$ cat config.mk
export PLATFORM = sky130hd
export DESIGN_NAME = rxq_break_fifo
export DESIGN_NICKNAME = d
export VERILOG_FILES = /design/src/rtl/rxq_pkg.sv /design/src/rtl/rxq_arbiter.sv /design/src/rtl/rxq_ctrl.sv /design/src/rtl/rxq_store.sv /design/src/rtl/rxq_brk_flag.sv /design/src/rtl/rxq_break_fifo.sv
export SDC_FILE = /design/constraint.sdc
export NUM_CORES = 1
export LEC_CHECK = 0
export BUFFER_PORTS_ARGS = -buffer_cell sky130_fd_sc_hd__buf_2
export CAP_MARGIN = 20
export CORE_UTILIZATION = 52
export CTS_BUF_LIST = sky130_fd_sc_hd__clkbuf_2 sky130_fd_sc_hd__clkbuf_4 sky130_fd_sc_hd__clkbuf_8
export CTS_CLUSTER_DIAMETER = 30
export DETAILED_ROUTE_END_ITERATION = 7
export PLACE_DENSITY = 0.84
export RECOVER_POWER = 100
export SETUP_SLACK_MARGIN = 0.4
export SLEW_MARGIN = 10
export SYNTH_ARGS = -nofsm -noshare
export SYNTH_HDL_FRONTEND = slang
export SYNTH_SLANG_ARGS = --single-unit
$ cat constraint.sdc
create_clock -name clk -period 2.9 [get_ports clk]
set_clock_uncertainty 0.1 [all_clocks]
set_input_delay 0.145 -clock clk [delete_from_list [all_inputs] [get_ports clk]]
set_output_delay 0.145 -clock clk [all_outputs]
set_load 0.1 [all_outputs]
$ cat src/rtl/rxq_pkg.sv
package rxq_pkg;

    // Action the queue takes in one cycle.
    typedef enum logic [2:0] {
        RXQ_IDLE      = 3'd0,
        RXQ_PUSH      = 3'd1,
        RXQ_POP       = 3'd2,
        RXQ_PUSH_POP  = 3'd3,
        RXQ_OVERWRITE = 3'd4,
        RXQ_FLUSH     = 3'd5
    } rxq_op_e;

endpackage

$ cat src/rtl/rxq_arbiter.sv
module rxq_arbiter
    import rxq_pkg::*;
#(
    parameter int DATA_W = 8
) (
    input  logic              rx_enable,
    input  logic              push_valid,
    input  logic [DATA_W-1:0] push_data,
    input  logic              break_event,
    input  logic              pop,
    input  logic              flush,
    input  logic              empty,
    input  logic              full,
    output logic              push_ready,
    output rxq_op_e           op,
    output logic [DATA_W-1:0] wr_data
);

    logic accept_byte;
    logic insert;
    logic take;

    always_comb begin
        push_ready  = rx_enable && !full;
        accept_byte = push_valid && push_ready;
        insert      = accept_byte || break_event;
        take        = pop && !empty;
        // A break stores a zero byte in place of any offered data.
        wr_data     = break_event ? '0 : push_data;

        if (flush) begin
            op = RXQ_FLUSH;
        end else if (insert && full && !take) begin
            op = RXQ_OVERWRITE;
        end else if (insert && take) begin
            op = RXQ_PUSH_POP;
        end else if (insert) begin
            op = RXQ_PUSH;
        end else if (take) begin
            op = RXQ_POP;
        end else begin
            op = RXQ_IDLE;
        end
    end

    // Only a break can insert into a full queue that is not being drained.
    always_comb begin
        if (op == RXQ_OVERWRITE) begin
            assert_overwrite_is_break_R6: assert (break_event);
        end
    end

endmodule

$ cat src/rtl/rxq_ctrl.sv
module rxq_ctrl
    import rxq_pkg::*;
#(
    parameter int DEPTH = 4
) (
    input  logic                          clk,
    input  logic                          rst_n,
    input  rxq_op_e                       op,
    output logic                          wr_en,
    output logic [$clog2(DEPTH)-1:0]      wr_idx,
    output logic [$clog2(DEPTH)-1:0]      rd_idx,
    output logic                          empty,
    output logic                          full
);

    localparam int PTR_W = $clog2(DEPTH);
    localparam int CNT_W = $clog2(DEPTH + 1);
    localparam logic [PTR_W-1:0] LAST_PTR = PTR_W'(DEPTH - 1);
    localparam logic [CNT_W-1:0] FULL_CNT = CNT_W'(DEPTH);
    localparam logic [CNT_W-1:0] ONE_CNT  = CNT_W'(1);

    typedef struct packed {
        logic [PTR_W-1:0] rd;
        logic [PTR_W-1:0] wr;
        logic [CNT_W-1:0] cnt;
    } ctrl_t;

    ctrl_t st_d, st_q;

    function automatic logic [PTR_W-1:0] ptr_inc(input logic [PTR_W-1:0] p);
        return (p == LAST_PTR) ? '0 : p + PTR_W'(1);
    endfunction

    function automatic logic [PTR_W-1:0] ptr_dec(input logic [PTR_W-1:0] p);
        return (p == '0) ? LAST_PTR : p - PTR_W'(1);
    endfunction

    always_comb begin
        st_d   = st_q;
        wr_en  = 1'b0;
        wr_idx = st_q.wr;
        unique case (op)
            RXQ_PUSH: begin
                wr_en    = 1'b1;
                st_d.wr  = ptr_inc(st_q.wr);
                st_d.cnt = st_q.cnt + ONE_CNT;
            end
            RXQ_POP: begin
                st_d.rd  = ptr_inc(st_q.rd);
                st_d.cnt = st_q.cnt - ONE_CNT;
            end
            RXQ_PUSH_POP: begin
                wr_en   = 1'b1;
                st_d.wr = ptr_inc(st_q.wr);
                st_d.rd = ptr_inc(st_q.rd);
            end
            RXQ_OVERWRITE: begin
                wr_en  = 1'b1;
                wr_idx = ptr_dec(st_q.wr);
            end
            RXQ_FLUSH: begin
                st_d = '0;
            end
            default: begin
            end
        endcase
    end

    always_ff @(posedge clk or negedge rst_n) begin
        if (!rst_n) begin
            st_q <= '0;
        end else begin
            st_q <= st_d;
        end
    end

    assign rd_idx = st_q.rd;
    assign empty  = (st_q.cnt == '0);
    assign full   = (st_q.cnt == FULL_CNT);

    assert_count_bound_R1: assert property (@(posedge clk) disable iff (!rst_n)
        st_q.cnt <= FULL_CNT);

    assert_flush_empties_R8: assert property (@(posedge clk) disable iff (!rst_n)
        op == RXQ_FLUSH |=> empty);

    assert_overwrite_stays_full_R6: assert property (@(posedge clk) disable iff (!rst_n)
        op == RXQ_OVERWRITE |=> full && $stable(st_q.rd));

    assert_pushpop_keeps_count_R9: assert property (@(posedge clk) disable iff (!rst_n)
        op == RXQ_PUSH_POP |=> $stable(st_q.cnt));

    assert_no_underflow_R7: assert property (@(posedge clk) disable iff (!rst_n)
        empty && op != RXQ_PUSH && op != RXQ_PUSH_POP |=> empty);

endmodule

$ cat src/rtl/rxq_store.sv
module rxq_store #(
    parameter int DATA_W = 8,
    parameter int DEPTH  = 4
) (
    input  logic                     clk,
    input  logic                     rst_n,
    input  logic                     wr_en,
    input  logic [$clog2(DEPTH)-1:0] wr_idx,
    input  logic [DATA_W-1:0]        wr_data,
    input  logic [$clog2(DEPTH)-1:0] rd_idx,
    input  logic                     empty,
    output logic [DATA_W-1:0]        rd_data
);

    logic [DATA_W-1:0] mem_d [DEPTH];
    logic [DATA_W-1:0] mem_q [DEPTH];

    always_comb begin
        for (int i = 0; i < DEPTH; i++) begin
            mem_d[i] = mem_q[i];
        end
        if (wr_en) begin
            mem_d[wr_idx] = wr_data;
        end
    end

    generate
        for (genvar g = 0; g < DEPTH; g++) begin : g_entry
            always_ff @(posedge clk or negedge rst_n) begin
                if (!rst_n) begin
                    mem_q[g] <= '0;
                end else begin
                    mem_q[g] <= mem_d[g];
                end
            end
        end
    endgenerate

    assign rd_data = empty ? '0 : mem_q[rd_idx];

    assert_empty_reads_zero_R7: assert property (@(posedge clk) disable iff (!rst_n)
        empty |-> rd_data == '0);

endmodule

$ cat src/rtl/rxq_brk_flag.sv
module rxq_brk_flag (
    input  logic clk,
    input  logic rst_n,
    input  logic break_event,
    input  logic brk_clr,
    output logic brk_flag
);

    logic flag_d, flag_q;

    always_comb begin
        flag_d = flag_q;
        if (brk_clr) begin
            flag_d = 1'b0;
        end
        if (break_event) begin
            flag_d = 1'b1;
        end
    end

    always_ff @(posedge clk or negedge rst_n) begin
        if (!rst_n) begin
            flag_q <= 1'b0;
        end else begin
            flag_q <= flag_d;
        end
    end

    assign brk_flag = flag_q;

    assert_break_sets_flag_R10: assert property (@(posedge clk) disable iff (!rst_n)
        break_event |=> brk_flag);

    assert_flag_sticky_R10: assert property (@(posedge clk) disable iff (!rst_n)
        brk_flag && !brk_clr |=> brk_flag);

endmodule

$ cat src/rtl/rxq_break_fifo.sv
module rxq_break_fifo
    import rxq_pkg::*;
#(
    parameter int DATA_W = 8,
    parameter int DEPTH  = 4
) (
    input  logic              clk,
    input  logic              rst_n,
    input  logic              rx_enable,
    input  logic              push_valid,
    input  logic [DATA_W-1:0] push_data,
    output logic              push_ready,
    input  logic              break_event,
    input  logic              pop,
    output logic [DATA_W-1:0] rd_data,
    input  logic              flush,
    input  logic              brk_clr,
    output logic              rdy_flag,
    output logic              full_flag,
    output logic              brk_flag
);

    localparam int PTR_W = $clog2(DEPTH);

    rxq_op_e           op;
    logic [DATA_W-1:0] wr_data;
    logic              wr_en;
    logic [PTR_W-1:0]  wr_idx;
    logic [PTR_W-1:0]  rd_idx;
    logic              empty;
    logic              full;

    rxq_arbiter #(.DATA_W(DATA_W)) i_arbiter (
        .rx_enable   (rx_enable),
        .push_valid  (push_valid),
        .push_data   (push_data),
        .break_event (break_event),
        .pop         (pop),
        .flush       (flush),
        .empty       (empty),
        .full        (full),
        .push_ready  (push_ready),
        .op          (op),
        .wr_data     (wr_data)
    );

    rxq_ctrl #(.DEPTH(DEPTH)) i_ctrl (
        .clk    (clk),
        .rst_n  (rst_n),
        .op     (op),
        .wr_en  (wr_en),
        .wr_idx (wr_idx),
        .rd_idx (rd_idx),
        .empty  (empty),
        .full   (full)
    );

    rxq_store #(.DATA_W(DATA_W), .DEPTH(DEPTH)) i_store (
        .clk     (clk),
        .rst_n   (rst_n),
        .wr_en   (wr_en),
        .wr_idx  (wr_idx),
        .wr_data (wr_data),
        .rd_idx  (rd_idx),
        .empty   (empty),
        .rd_data (rd_data)
    );

    rxq_brk_flag i_brk (
        .clk         (clk),
        .rst_n       (rst_n),
        .break_event (break_event),
        .brk_clr     (brk_clr),
        .brk_flag    (brk_flag)
    );

    assign rdy_flag  = !empty;
    assign full_flag = full;

    assert_ready_only_with_room_R1: assert property (@(posedge clk) disable iff (!rst_n)
        push_ready |-> !full_flag && rx_enable);

    assert_push_sets_rdy_R3: assert property (@(posedge clk) disable iff (!rst_n)
        push_valid && push_ready && !flush |=> rdy_flag);

    assert_pop_full_clears_R4: assert property (@(posedge clk) disable iff (!rst_n)
        full_flag && pop && !break_event && !flush |=> !full_flag);

    assert_disabled_ignored_R5: assert property (@(posedge clk) disable iff (!rst_n)
        !rx_enable && !break_event && !pop && !flush |=> $stable(rdy_flag) && $stable(full_flag));

endmodule

# Word level (Yosys, flattened, before mapping)
# Index checks and enable logic that the tools add are counted.
# W data, S select, Z words.
# classes
n_bitwise	2
n_eq_ne	8
magnitude_cmp	3
n_reduce_logical	20
muxes	23
add_sub_neg	5
# op_table
op	n
$mux W8	5
$bwmux W32	1
$bmux W8 S2	1
$demux W8 S2	1
$mux W3	4
$mux W2	5
$eq A3 B3 Y1 const B	3
$pmux W3 S3	1
$pmux W2 S2	2
$logic_and A1 B1 Y1	7
$eq A3 B2 Y1 const B	2
$ge A3 B3 Y1 const B	2
$not A2 Y3	2
$reduce_bool A2 Y1	3
$add A2 B1 Y2 const B	2
$eq A2 B2 Y1 const B	2
$reduce_or A2 Y1	2
$add A3 B1 Y3 const B	1
$eq A3 B1 Y1 const B	1
$logic_not A1 Y1	3
$logic_not A3 Y1	1
$lt A3 B1 Y1 const B	1
$mux W1	3
$reduce_bool A3 Y1	1
other kinds (5)	5
# word_totals
inputBits	16
ff_bits	40
out_inout_bits	12
word_cells	69

# Logic depth before layout (Yosys ltp)
# Gate-level depths: netlist of run 1.
# depth
word_depth	17
mapped_depth	8
depth_no_buf	7

# Modules after synthesis
# From an unflattened synthesis of run 1, not the netlist that was laid out.
# hier_totals
cells_unflattened	178
area_unflattened_um2	2148.3
# modules_own_cells
module	seq_area_each_um2	cells_each	instances	area_each_um2
rxq_store	800.8	98	1	1455.1
rxq_ctrl	175.2	59	1	540.5
rxq_arbiter	0.0	17	1	112.6
rxq_brk_flag	25.0	3	1	36.3
rxq_break_fifo	0.0	1	1	3.8

# Worst setup path after synthesis of run 1
# No wires, ideal clock.
# synth_path
kind	register to output
start	register i_ctrl.st_q[0] (netlist bit)
end	output push_ready
stages_incl_launch_ff	3
required_ns	2.655
n_path_buf	0
t_arrival_ns	4.068
setup_slack_ns	-1.413
cell_sequence	dfrtp_1 -> nor3b_1 -> nor2b_1
# synth_between
elab_chain_len	3
# synth_rtl
element	line_no	source
from (decl)	rxq_ctrl.sv:28	ctrl_t st_d, st_q;
from (signal assigned)	rxq_ctrl.sv:73	st_q <= st_d;
$eq A3 B3 Y1	rxq_ctrl.sv:79	assign full = (st_q.cnt == FULL_CNT);
net full_flag	rxq_break_fifo.sv:19	output logic full_flag,
$logic_not A1 Y1	rxq_arbiter.sv:24	push_ready = rx_enable && !full;
$logic_and A1 B1 Y1	rxq_arbiter.sv:24	
to (decl)	rxq_break_fifo.sv:12	output logic push_ready,
# The timed path passes the listed nets, and every way through them passes these cells.

# Final worst setup path of run 1
# layout_path
start	register i_ctrl.st_q[1] (netlist bit)
end	register i_store.mem_q[0] (netlist bit)
# layout_between
elab_chain_len	17
word_cells_on_any_way	30
cone_classes	order compare (2); eq/ne (4); mux (10); bitwise (1); reduce/logical (13)
# layout_rtl
element	line_no	source
$eq A3 B3 Y1	rxq_ctrl.sv:79	
$logic_not A1 Y1	rxq_arbiter.sv:24	
$logic_and A1 B1 Y1	rxq_arbiter.sv:24	
$logic_and A1 B1 Y1	rxq_arbiter.sv:25	accept_byte = push_valid && push_ready;
$logic_or A1 B1 Y1	rxq_arbiter.sv:26	insert = accept_byte || break_event;
$mux W3, or another cell as far along	rxq_arbiter.sv:37	end else if (insert) begin
$mux W3 / $logic_and A1 B1 Y1 (equally long branches)	rxq_arbiter.sv:35, rxq_arbiter.sv:33	
$mux W3 *	rxq_arbiter.sv:33	end else if (insert && full && !take) begin
$mux W3 *	rxq_arbiter.sv:31	if (flush) begin
$eq A3 B3 Y1	rxq_ctrl.sv:42	unique case (op)
$mux W2	rxq_ctrl.sv:42	
$not A2 Y3 (implied by the code)	rxq_store.sv:23	mem_d[wr_idx] = wr_data;
$ge A3 B3 Y1 (implied by the code) / $lt A3 B1 Y1 (equally long branches)	rxq_store.sv:23	
$logic_and A1 B1 Y1 (implied by the code)	rxq_store.sv:23	
$mux W8 (implied by the code)	rxq_store.sv:23	
$demux W8 S2	rxq_store.sv:23	
$bwmux W32	rxq_store.sv:23	
to (signal, indexed assignment)	rxq_store.sv:33	mem_q[g] <= mem_d[g];
to (decl)	rxq_store.sv:16	logic [DATA_W-1:0] mem_q [DEPTH];
# Every way passes the cells marked *; elsewhere a longest branch is shown, timed or not.
# A chain may end at the register's enable or synchronous reset.

==> reports/qor.txt, run 1 <==
status: complete, no violations
setup TNS: 0 ps
syn avg cell area: 14.0 um2
xor/xnor share of the synthesized area: 0.00404
core area: 4000 um2
Max FO, Critical Path: 8
Seq/Total Area, Yosys: 0.461
Die Ht: 66.6 um
Placement Rows: 23
post-synthesis simple-gate area fraction: 0.145
root buffer cell: clkbuf_8
CP arrival: 2690 ps
first-pass GRT wire length: 6930 um
max-slew violation count: 0
Die Wd: 66.6 um
Yosys cell types: 34
aggregate global-route resource usage: 0.221
Flop pwr share: 0.340
Synth Area in Adders: 0.0265
share of cells above drive strength 1: 0.516
WHS: 8.59 ps
routed len/inst: 17.8 um
worst slew pin tran: 1180 ps
VDD IR max: 634 uV
Seq. cell area: 1000 um2
Clock Sinks: 40
Period minus WS final: 2610 ps
Port Buffers: 27
Initial DRC Count: 42
largest net degree at the start of global routing: 41
CP bufs+invs: 1
Clk pwr share: 0.171
H-tree Lvls: 2
fin cells: 240
Inserted Diodes: 0
Post-Syn Instances: 155
die area: 4430 um2
Setup violations, final: 0
maximum clock insertion buffer count: 2
antenna violations before repair: 0
DR pass1 iterations: 4
multi-input logic area: 1170 um2
max-cap violations: 0
worst rel slew slack: 0.220
Synth Warn #: 0
post-route setup slack: 294 ps
DRT antenna net count: 0
total power draw: 2.83 mW
Setup CP Type: register to register
largest family of logic cells by synthesized area: multiplexers
unrepaired setup endpoints after global routing: false
via count: 1348
mux contribution to synthesized area: 0.302
gpl congestion: 0.735
area delta synth->final: 17.5%
Int Pwr: 1.57 mW
fill cell count: 304
switch share: 0.443
drt drc: 0
clk_lat worst skew: 300 ps
Worst path top cell family by delay: compound AO/OA/AOI/OAI gates
CP max stage delay: 570 ps
clock-pin transition on the worst setup and hold timing paths: 70 ps
Switch Pwr: 1.25 mW
net count after synthesis: 175
cell-by-cell trace of the critical path: or4b_1 > clkbuf_1 > o21a_4 > o211ai_4 > mux2_2
Setup WS pre-CTS: 348 ps
Synth Area in Compound Gates: 0.0421
Hold Vio Cnt, Final: 0
Crit. End Element: register
I/O pin count: 28
dpl hpwl: 2990 um
starting density of the core: 0.542
#FFs+latches synth: 40
Pleak: 1.16 nW
TritonCTS buffer count: 5
Fmax achieved: 384 MHz
Worst Hold Class: input port to register
Final period util: 0.899
Worst path slowest cell: or4b_1
Vias/cell: 5.62
vias in the first global route: 1402
placed cells: 230
grt ovf: 0
Routed WL: 4280 um
pwr/cell area: 1110 nW/um2
nets: 209
CTS tree: yes
Comb power frac: 0.489
Mapped Area: 2170 um2
startpoint types: register
worst path required time: 2980 ps
==> layer usage <==
metal / routed length (um) / vias to the layer above / track usage
met5: 0 / - / 0
met4: 78 / 0 / 0.106
met3: 134 / 8 / 0.0360
met2: 2140 / 26 / 0.350
met1: 1930 / 687 / 0.295
li1: - / 627 / -
==> through the flow <==
step	util	cell area, um2
final	0.637	2550
after CTS	0.637	2550
after floorplan	-	2220
after detailed placement	0.602	2410
after global routing	0.637	2550
after global placement	0.602	2410
==> flip-flops by register name, indices dropped and copies added (netlist names) <==
name            cells
i_ctrl.rd_idx       2
i_brk.brk_flag      1
i_store.mem_q      32
i_ctrl.st_q         5
==> cell families (layout without fill, tap and decap cells) <==
kind of cell / after synthesis / in the layout
adder cells (fa/ha/maj): 4 / 4
XOR/XNOR: 1 / 1
flip-flops: 40 / 40
multiplexers: 49 / 49
AND/OR/NAND/NOR: 44 / 44
AO/OA/AOI/OAI: 8 / 8
buffers and inverters: 9 / 44
==> cells in the final DEF, fill, tap and decap left out, types with 4 or more instances in the layout <==
cell type,n
nor2b_1,11
mux4_2,8
buf_2,15
nor2b_2,8
nor2_1,8
nand2b_1,4
inv_1,4
dfrtp_1,39
mux2_2,32
clkbuf_2,8
clkbuf_8,6
clkbuf_1,5
mux2i_1,5
==> worst paths after layout <==
check,to,startpoint,slack (ps),cells after the start
hold reg to reg,i_brk.brk_flag$_DFFE_PN0P_,i_brk.brk_flag$_DFFE_PN0P_,380,1
min in group asynchronous,i_store.mem_q[4]$_DFFE_PN0P_,rst_n,410,2
setup / recovery,i_store.mem_q[0]$_DFFE_PN0P_,i_ctrl.st_q[1]$_DFFE_PN0P_,290,5
hold / removal,i_brk.brk_flag$_DFFE_PN0P_,brk_clr,9,3
max in group asynchronous,i_ctrl.st_q[0]$_DFFE_PN0P_,rst_n,1680,2
setup reg to reg,i_store.mem_q[0]$_DFFE_PN0P_,i_ctrl.st_q[1]$_DFFE_PN0P_,290,5
==> Yosys cell counts (all sizes together) <==
| cell type | instances | area (um2) |
|---|---|---|
| nor2b | 19 | 119 |
| a21o | 1 | 7.51 |
| xor2 | 1 | 8.76 |
| ha | 3 | 37.5 |
| o21a | 1 | 15.0 |
| buf | 3 | 20.0 |
| mux2i | 6 | 72.6 |
| nand4 | 2 | 42.5 |
| nor2 | 8 | 30.0 |
| nor4b | 1 | 8.76 |
| o31ai | 1 | 7.51 |
| o21ai | 1 | 8.76 |
| mux2 | 35 | 402 |
| nor3b | 2 | 20.0 |
| or4b | 1 | 10.0 |
| mux4 | 8 | 180 |
| clkbuf | 2 | 7.51 |
| a21oi | 2 | 10.0 |
| o211ai | 2 | 42.5 |
| nor3 | 5 | 41.3 |
| and2 | 1 | 6.26 |
| fa | 1 | 20.0 |
| inv | 4 | 15.0 |
| nand2b | 4 | 25.0 |
| or3 | 1 | 11.3 |
| dfrtp | 40 | 1000 |
==> layout make-up <==
cell class | instances | share of cell area
Clock buffer | 6 | 0.0324
Inverter | 4 | 0.00589
Timing Repair Buffer | 32 | 0.0702
Sequential cell | 40 | 0.393
Tap cell | 50 | 0.0245
Clock inverter | 2 | 0.0152
Multi-Input combinational cell | 106 | 0.459
==> worst min-delay path, stage by stage <==
cell,delay [ps]
buf_2,100
inv_1,40
a21o_1,90
==> power groups by stage <==
stage | sequential [mW] | combinational [mW] | clock [mW]
5_1_grt | 0.993 | 1.47 | 0.507
3_3_place_gp | 0.942 | 1.35 | 0
2_1_floorplan | 0.898 | 1.19 | 0
4_1_cts | 0.964 | 1.40 | 0.486
6_report | 0.960 | 1.38 | 0.484
3_5_place_dp | 0.975 | 1.39 | 0
==> what timing repair did <==
action                                  in CTS  in global routing
gates resized for setup                      1                  0
hold buffers                                 1                  0
endpoints found under the hold margin       40                  0
setup buffers                                0                  1
endpoints found under the setup margin       1                  6
pin swaps                                    0                  2
Note: power is estimated with default switching activity, not from simulation.
==> run 2, diff against run 1 <==
CORE_UTILIZATION = 50   (was 52)
PLACE_DENSITY = 0.82   (was 0.84)
==> run 2 against run 1 <==
  * Worst setup slack better by 2.5 ps
  * Hold slack better by 6.7 ps
  * Register-to-register slack hardly changed
  * Die area is 3.9% higher
  * Routed wire length is 3.4% lower
  * Core utilization is 2.5 points lower
  * Sequential cell count stayed put
  * Critical path type unchanged
  * Largest cell class unchanged
  * Highest routed layer unchanged
==> reports/qor.txt, run 2 (synthesis gave the netlist of run 1 again) <==
status: complete, no violations
commonest non-fill, non-tap cell in the layout: dfrtp_1
fill cell count: 329 (+8.2%)
largest reg by FF count: i_store.mem_q
DRT antenna net count: 0 (unchanged)
Pleak: 1.13 nW (-2.6%)
grt ovf: 0 (unchanged)
share of cells above drive strength 1: 0.508 (-0.00785)
Die Wd: 67.9 um (+1.9%)
max reg flops: 32 (unchanged)
Routed WL: 4140 um (-3.4%)
VDD IR max: 536 uV (-15%)
I/O pin count: 28 (unchanged)
worst path required time: 2980 ps (about the same)
setup TNS: 0 ps (unchanged)
worst r2r src: i_ctrl.st_q[1]$_DFFE_PN0P_
Clock Sinks: 40 (unchanged)
placed cells: 230 (unchanged)
die area: 4610 um2 (+3.9%)
DR pass1 iterations: 4 (unchanged)
TritonCTS buffer count: 5 (unchanged)
aggregate global-route resource usage: 0.212 (-0.00902)
Inserted Diodes: 0 (unchanged)
root buffer cell: clkbuf_8
post-route setup slack: 296 ps (+2.52 ps)
unrepaired setup endpoints after global routing: false
area delta synth->final: 15.3%
largest net degree at the start of global routing: 41 (unchanged)
vias in the first global route: 1337 (-4.6%)
R2R Path End: i_store.mem_q[22]$_DFFE_PN0P_
Hold Vio Cnt, Final: 0 (unchanged)
drt drc: 0 (unchanged)
Port Buffers: 27 (unchanged)
H-tree Lvls: 2 (unchanged)
maximum clock insertion buffer count: 2 (unchanged)
core area: 4090 um2 (+2.2%)
Setup violations, final: 0 (unchanged)
gpl congestion: 0.749 (+1.9%)
Final period util: 0.898 (about the same)
Fmax achieved: 384 MHz (about the same)
hold-critical path depth: 3 (unchanged)
Setup WS pre-CTS: 336 ps (-12.5 ps)
clock-pin transition on the worst setup and hold timing paths: 70 ps (about the same)
via count: 1334 (-1.0%)
Initial DRC Count: 41 (-2.4%)
pwr/cell area: 1090 nW/um2 (-1.9%)
fin cells: 239 (-0.42%)
total power draw: 2.72 mW (-3.8%)
clk_lat worst skew: 300 ps (about the same)
Period minus WS final: 2600 ps (-2.52 ps)
starting density of the core: 0.531 (-0.0115)
Placement Rows: 23 (unchanged)
CP arrival: 2680 ps (about the same)
min-delay src: brk_clr
flop-to-flop setup slack: 300 ps (about the same)
routed len/inst: 17.3 um (-3.0%)
Seq. cell area: 1000 um2 (unchanged)
Vias/cell: 5.58 (-0.62%)
multi-input logic area: 1160 um2 (-0.43%)
startpoint types: register
worst rel slew slack: 0.228 (+0.00851)
nets: 208 (-0.48%)
most frequent cells in the layout: 39 x dfrtp_1, 32 x mux2_2, 15 x buf_2, 11 x nor2b_1
worst slew pin tran: 1160 ps (-12.8 ps)
Worst Hold Class: input port to register
max-slew violation count: 0 (unchanged)
Crit. End Element: register
max-cap violations: 0 (unchanged)
Setup CP Type: register to register
R2R cell count: 5 (unchanged)
CTS tree: yes
dpl hpwl: 2950 um (-1.2%)
WHS Endpoint: i_brk.brk_flag$_DFFE_PN0P_
first-pass GRT wire length: 6660 um (-3.9%)
Max FO, Critical Path: 8 (unchanged)
antenna violations before repair: 0 (unchanged)
Die Ht: 67.9 um (+1.9%)
-- run 2: cell types whose count changed in the layout (fill, tap and decap cells not counted), sizes merged --
cell / before / now
clkinv: 1 / 0
buf: 18 / 17
bufinv: 1 / 0
clkinvlp: 0 / 2
-- run 2: repair_timing --
item	in CTS	in global routing
gates resized for setup	1	0
pin swaps	0	1
setup buffers	0	0
hold endpoints to repair	40	0
hold buffers	1	0
cloned	0	0
setup endpoints to repair	1	1
-- run 2: area by class of cell --
cell class	instances	area share
multi-input cells	106	0.466
well taps	50	0.0250
repair buffers	31	0.0635
inverters	4	0.00600
flip-flops and latches	40	0.401
clock inverters	2	0.00600
clock buffers	6	0.0330
-- run 2: critical path, cell delays in order (launching register included) --
cell and delay [ps]:
dfrtp_1 490, or4b_1 560, clkbuf_1 280, or3_1 510, nand4_4 190, mux2_2 360
-- run 2: worst max-delay path by stage --
stage	endpoint	start	slack [ps]
floorplan	i_ctrl.st_q[2]$_DFFE_PN0P_	i_ctrl.st_q[1]$_DFFE_PN0P_	370
global placement	i_ctrl.st_q[2]$_DFFE_PN0P_	i_ctrl.st_q[0]$_DFFE_PN0P_	440
detailed placement	i_ctrl.st_q[2]$_DFFE_PN0P_	i_ctrl.st_q[0]$_DFFE_PN0P_	340
CTS	i_ctrl.st_q[2]$_DFFE_PN0P_	i_ctrl.st_q[1]$_DFFE_PN0P_	440
global route	i_store.mem_q[30]$_DFFE_PN0P_	i_ctrl.st_q[1]$_DFFE_PN0P_	240
finish	i_store.mem_q[22]$_DFFE_PN0P_	i_ctrl.st_q[1]$_DFFE_PN0P_	300
-- run 2: layer usage --
layer  wire, um  part of all wire  GRT usage
met5          0                 0          0
met4         61             0.015     0.0833
met3        142             0.034     0.0567
met2       2170              0.53      0.363
met1       1760              0.43      0.254
-- run 2: power breakdown --
| group | leakage (nW) | internal [mW] | switching, mW | total [mW] |
|---|---|---|---|---|
| registers | 0.524 | 0.779 | 0.187 | 0.967 |
| logic | 0.566 | 0.506 | 0.858 | 1.36 |
| clock network | 0.0434 | 0.192 | 0.198 | 0.390 |
| total | 1.13 | 1.48 | 1.24 | 2.72 |
-- run 2: metrics by stage --
step / hold WS, ps / instance area [um2] / utilization
final: 15.3 / 2500 / 0.612
after global routing: 32.6 / 2500 / 0.612
after CTS: 0.265 / 2520 / 0.618
after detailed placement: 207 / 2410 / 0.590
after global placement: 195 / 2410 / 0.590
after floorplan: -251 / 2220 / -
